===== src/rtl/dma_regfile.sv =====
module dma_regfile (
  input  logic        clk,
  input  logic        rst_n,
  input  logic        bus_wr,
  input  logic        bus_rd,
  input  logic [3:0]  bus_off,
  input  logic [7:0]  bus_wdata,
  output logic [7:0]  bus_rdata,
  input  logic        eng_upd,
  input  logic [1:0]  eng_ch,
  input  logic [15:0] eng_addr,
  input  logic [15:0] eng_cnt,
  input  logic        eng_tc,
  output logic [63:0] ch_addr,
  output logic [63:0] ch_cnt,
  output logic [63:0] ch_base_addr,
  output logic [63:0] ch_base_cnt,
  output logic [23:0] ch_mode,
  output logic [3:0]  ch_mask,
  output logic [3:0]  ch_req,
  output logic [7:0]  cmd_reg
);
  localparam logic [3:0] OFF_CMD  = 4'h8;
  localparam logic [3:0] OFF_REQ  = 4'h9;
  localparam logic [3:0] OFF_MSK1 = 4'hA;
  localparam logic [3:0] OFF_MODE = 4'hB;
  localparam logic [3:0] OFF_PCLR = 4'hC;
  localparam logic [3:0] OFF_MCLR = 4'hD;
  localparam logic [3:0] OFF_MOFF = 4'hE;
  localparam logic [3:0] OFF_MALL = 4'hF;

  logic       ptr;
  logic [3:0] tc;
  logic       rd, word_acc, mclr, stat_rd;
  logic [1:0] sel;
  logic [3:0] tc_set;
  logic [15:0] rd_word;

  assign rd       = bus_rd & ~bus_wr;
  assign word_acc = ~bus_off[3];
  assign sel      = bus_off[2:1];
  assign mclr     = bus_wr && bus_off == OFF_MCLR;
  assign stat_rd  = rd && bus_off == OFF_CMD;
  assign tc_set   = eng_tc ? (4'b0001 << eng_ch) : 4'b0000;

  for (genvar i = 0; i < 4; i++) begin : g_ch
    logic [15:0] ba, ca, bc, cc;
    logic [5:0]  md;
    logic        hit_a, hit_c, eng_hit;

    assign hit_a   = bus_wr && word_acc && sel == 2'(i) && !bus_off[0];
    assign hit_c   = bus_wr && word_acc && sel == 2'(i) &&  bus_off[0];
    assign eng_hit = eng_upd && eng_ch == 2'(i);

    always_ff @(posedge clk) begin
      if (!rst_n) begin
        ba <= '0; ca <= '0; bc <= '0; cc <= '0; md <= '0;
      end else begin
        if (eng_hit) begin
          ca <= eng_addr;
          cc <= eng_cnt;
        end
        if (hit_a) begin
          if (ptr) begin
            ba[15:8] <= bus_wdata;
            ca[15:8] <= bus_wdata;
          end else begin
            ba[7:0] <= bus_wdata;
            ca[7:0] <= bus_wdata;
          end
        end
        if (hit_c) begin
          if (ptr) begin
            bc[15:8] <= bus_wdata;
            cc[15:8] <= bus_wdata;
          end else begin
            bc[7:0] <= bus_wdata;
            cc[7:0] <= bus_wdata;
          end
        end
        if (bus_wr && bus_off == OFF_MODE && bus_wdata[1:0] == 2'(i))
          md <= bus_wdata[7:2];
      end
    end

    assign ch_addr[16*i +: 16]      = ca;
    assign ch_cnt[16*i +: 16]       = cc;
    assign ch_base_addr[16*i +: 16] = ba;
    assign ch_base_cnt[16*i +: 16]  = bc;
    assign ch_mode[6*i +: 6]        = md;
  end

  always_ff @(posedge clk) begin
    if (!rst_n) begin
      ptr <= 1'b0;
    end else if (mclr || (bus_wr && bus_off == OFF_PCLR)) begin
      ptr <= 1'b0;
    end else if ((bus_wr || rd) && word_acc) begin
      ptr <= ~ptr;
    end
  end

  always_ff @(posedge clk) begin
    if (!rst_n || mclr) begin
      ch_mask <= 4'hF;
    end else if (bus_wr) begin
      case (bus_off)
        OFF_MSK1: ch_mask[bus_wdata[1:0]] <= bus_wdata[2];
        OFF_MOFF: ch_mask <= 4'h0;
        OFF_MALL: ch_mask <= bus_wdata[3:0];
        default:  ;
      endcase
    end
  end

  always_ff @(posedge clk) begin
    if (!rst_n || mclr) begin
      cmd_reg <= '0;
      ch_req  <= '0;
    end else if (bus_wr) begin
      if (bus_off == OFF_CMD) cmd_reg <= bus_wdata;
      if (bus_off == OFF_REQ) ch_req[bus_wdata[1:0]] <= bus_wdata[2];
    end
  end

  always_ff @(posedge clk) begin
    if (!rst_n) tc <= '0;
    else        tc <= ((mclr || stat_rd) ? 4'h0 : tc) | tc_set;
  end

  assign rd_word = bus_off[0] ? ch_cnt[16*sel +: 16] : ch_addr[16*sel +: 16];

  always_comb begin
    if (word_acc)                bus_rdata = ptr ? rd_word[15:8] : rd_word[7:0];
    else if (bus_off == OFF_CMD) bus_rdata = {ch_req, tc};
    else                         bus_rdata = 8'h00;
  end
endmodule



===== config.mk =====
export PLATFORM = sky130hd
export DESIGN_NAME = dma_regfile
export DESIGN_NICKNAME = d
export VERILOG_FILES = /design/src/rtl/dma_regfile.sv
export SDC_FILE = /design/constraint.sdc
export NUM_CORES = 1
export LEC_CHECK = 0
export ABC_AREA = 1
export BUFFER_PORTS_ARGS = -buffer_cell sky130_fd_sc_hd__buf_2
export CAP_MARGIN = 25
export CORE_MARGIN = 4
export CORE_UTILIZATION = 40
export CTS_CLUSTER_DIAMETER = 150
export DETAILED_ROUTE_END_ITERATION = 7
export PLACE_DENSITY = 0.75
export REMOVE_ABC_BUFFERS = 1
export SYNTH_ARGS = -nofsm -noshare
export SYNTH_HDL_FRONTEND = slang
export SYNTH_SLANG_ARGS = --single-unit

===== constraint.sdc =====
create_clock -name clk -period 2.05 [get_ports clk]
set_clock_uncertainty 0.05 [all_clocks]
set_input_delay 0.3075 -clock clk [delete_from_list [all_inputs] [get_ports clk]]
set_output_delay 0.3075 -clock clk [all_outputs]
set_load 0.05 [all_outputs]

==> reports/qor.csv <==
metric;value;unit
clock sink total;301;
Startpoint Class;flip-flop;
HP Start;eng_tc;
CTS root buf;clkbuf_16;
cell seen most often among critical-path stages;nand2_1;
slew margin rel.;54.74;%
antenna violations before repair;4;
drt initial violations;1837;
Area Overhead vs Synth;33.81;%
Worst-Margin Slew;678.9;ps
Nets;2336;
IO Port Bufs;355;
# DRC;0;
Routed WL;56.15;mm
f_max;492.3;MHz
largest net degree at the start of global routing;65;
share of flip-flops with an asynchronous set or reset;0;%
syn_area_per_cell;6.823;um2
Clock Path Buffers;3;
area of the core;31880;um2
Finished Core Util;54.89;%
Leakage;0.007973;uW
clock-pin slew on the worst setup and hold paths;60;ps
Clock H-tree levels;2;
number of synthesized flops with an enable pin;0;
filler instances;3075;
Via density;5.389;
synth warn;0;
Worst path slowest cell;dfxtp_4;
Worst-Skew Late Latency;510;ps
WL/cell;20.46;um
Max VDD drop;0.0005630;V
CP Capture Type;primary output;
row cnt;65;
WP data arrival;1670;ps
worst hold-check path type;primary input to flip-flop;
ratio of cells with drive above 1 in the final layout;31.89;%
Worst Path Required;1690;ps
vias in the first global route;14110;
max_cap viols;0;
RSZ-0062 raised after global routing;true;
Total Routing Usage GR;29.81;%
Post-DRT Antenna Nets;0;
first-pass GRT wire length;83.37;mm
Yosys reg bits;301;
dpl hpwl;40.85;mm
CTS buffer count;34;
hold slack;52.91;ps
Multi-input gate area;6429;um2
Ports;356;
Critical Path Source;g_ch[3].cc[4];
area of the die;35650;um2
Die X;188.8;um
crit path kind;flip-flop to primary output;
Seq/Total Area, Yosys;46.07;%
top cells by area, synth;dfxtp_1 (46%), nand2_1 (23%), a21oi_1 (11%);
post-synth top area share;46.07;%
Final period util;99.08;%
leading area contributor after synthesis;dfxtp_1;
die height;188.8;um
Tmin final;2031;ps
status;complete, no violations;
Cell Area, Synth;13080;um2
FF/Latch Area;6265;um2
reg-to-reg critical path startpoint;ptr;
Final Hold Fails;0;
initial core utilization;41.02;%
number of distinct library cells after synthesis;24;
GRT Residual Overflow;0;
Top FF cell, synth;dfxtp_1;
gp weighted congestion;0.9504;
routed via count;14790;
endpoints failing setup;0;
CP max stage delay;370;ps
cell count after synthesis;1917;
CTS tree;built;
CP Cell Sequence;nand2_1 -> nand2_1 -> nand2_1 -> nand3_2 -> nand3_2 -> nand2_1 -> nand2_1 -> nand2_2 -> buf_8;
First-pass DRT Iterations;6;
pwr/cell area;807.6;nW/um2
fin. max-slew vios;0;
maximum fanout along the worst path;3;
-- kinds of logic (layout without fill, tap and decap cells) --
| kind of cell | after synthesis | in the layout | share of synthesized area [%] |
|---|---|---|---|
| flip-flops | 301 | 301 | 46.07 |
| AO/OA/AOI/OAI | 450 | 450 | 17.30 |
| buffers and inverters | 197 | 585 | 6.515 |
| AND/OR/NAND/NOR | 969 | 969 | 30.12 |
| other | 0 | 4 | 0 |
-- synth_stat cells (11+ instances only) --
master,instances
o21ai_0,162
dfxtp_1,301
inv_2,21
nand3_1,74
nand2_1,817
inv_1,53
nor2_1,38
nor2_4,11
nand2_2,13
a21oi_1,285
buf_2,31
clkbuf_1,69
-- stage by stage --
stage	cell area (um2)	std cells	setup TNS [ps]	total power [uW]	worst slack, ps
floorplan	12520	1797	-144410	7221	-642.2
global placement	15600	2654	-69.73	7970	-8.112
detailed placement	15600	2654	-372.6	7990	-35.61
CTS	16890	2715	0	14070	0.3515
global route	17490	2741	-107.6	14540	-34.97
finish	17500	2744	0	14130	18.76
-- critical path: cells and delay by family (launching register included) --
family	cells	cell delay (ps)
flip-flops	1	370
buffers and inverters	1	160
AND/OR/NAND/NOR	8	630
-- report_power, final --
group / leakage (uW) / switching [uW] / internal (uW) / total, uW
combinational: 0.00492 / 1350 / 528 / 1880
sequential: 0.00250 / 151 / 5960 / 6110
clock: 0.000556 / 2480 / 3650 / 6140
total: 0.00797 / 3990 / 10100 / 14100
-- layout by cell type (no fill, tap or decap), types with 2 or more instances in the layout --
cell,Yosys,routed
o21ai_0,162,162
nand3_4,1,3
inv_4,3,3
diode_2,0,4
inv_1,53,53
clkbuf_16,0,38
nor2_1,38,38
dfxtp_2,0,74
buf_8,0,5
bufinv_16,0,2
buf_12,0,20
buf_4,5,78
nand2_2,13,35
nor3_4,2,2
nand3_2,6,33
buf_2,31,346
nand2_1,817,794
clkinv_2,0,10
nor2_2,7,6
clkbuf_1,69,3
inv_2,21,18
nor2_4,11,12
dfxtp_1,301,188
a21oi_1,285,285
clkbuf_8,0,4
nand3_1,74,45
dfxtp_4,0,39
-- worst paths after layout --
check / to / slack (ps) / cells after the start
worst max register to register: g_ch[3].ca[8] / 550 / 6
worst min register to register: ch_mask[1] / 400 / 2
worst min-delay path: tc[0] / 50 / 3
worst max-delay path: bus_rdata[4] / 20 / 9
-- repair_timing --
action                                  CTS  global route
cloned                                    0             1
endpoints found under the setup margin    8             8
hold buffers                              0             0
pin swaps                                 0            37
resized for setup                        86           145
buffers inserted                          4            24
-- final cells by class --
cell class | count | share of cell area (%)
clock inverters | 13 | 0.6721
multi-input cells | 1419 | 36.73
diodes | 4 | 0.05720
flip-flops and latches | 301 | 35.80
repair buffers | 451 | 16.17
inverters | 77 | 1.795
clock buffers | 44 | 5.670
well taps | 435 | 3.110
-- per-layer routing --
metal / wire [um] / vias to the layer above / GRT usage (%)
met2: 26260 / 949 / 49.90
li1: - / 6925 / -
met1: 21130 / 6762 / 37.05
met5: 13 / - / 0
met3: 6330 / 150 / 7.410
met4: 2415 / 2 / 11.66
(Power assumes the default switching activity.)
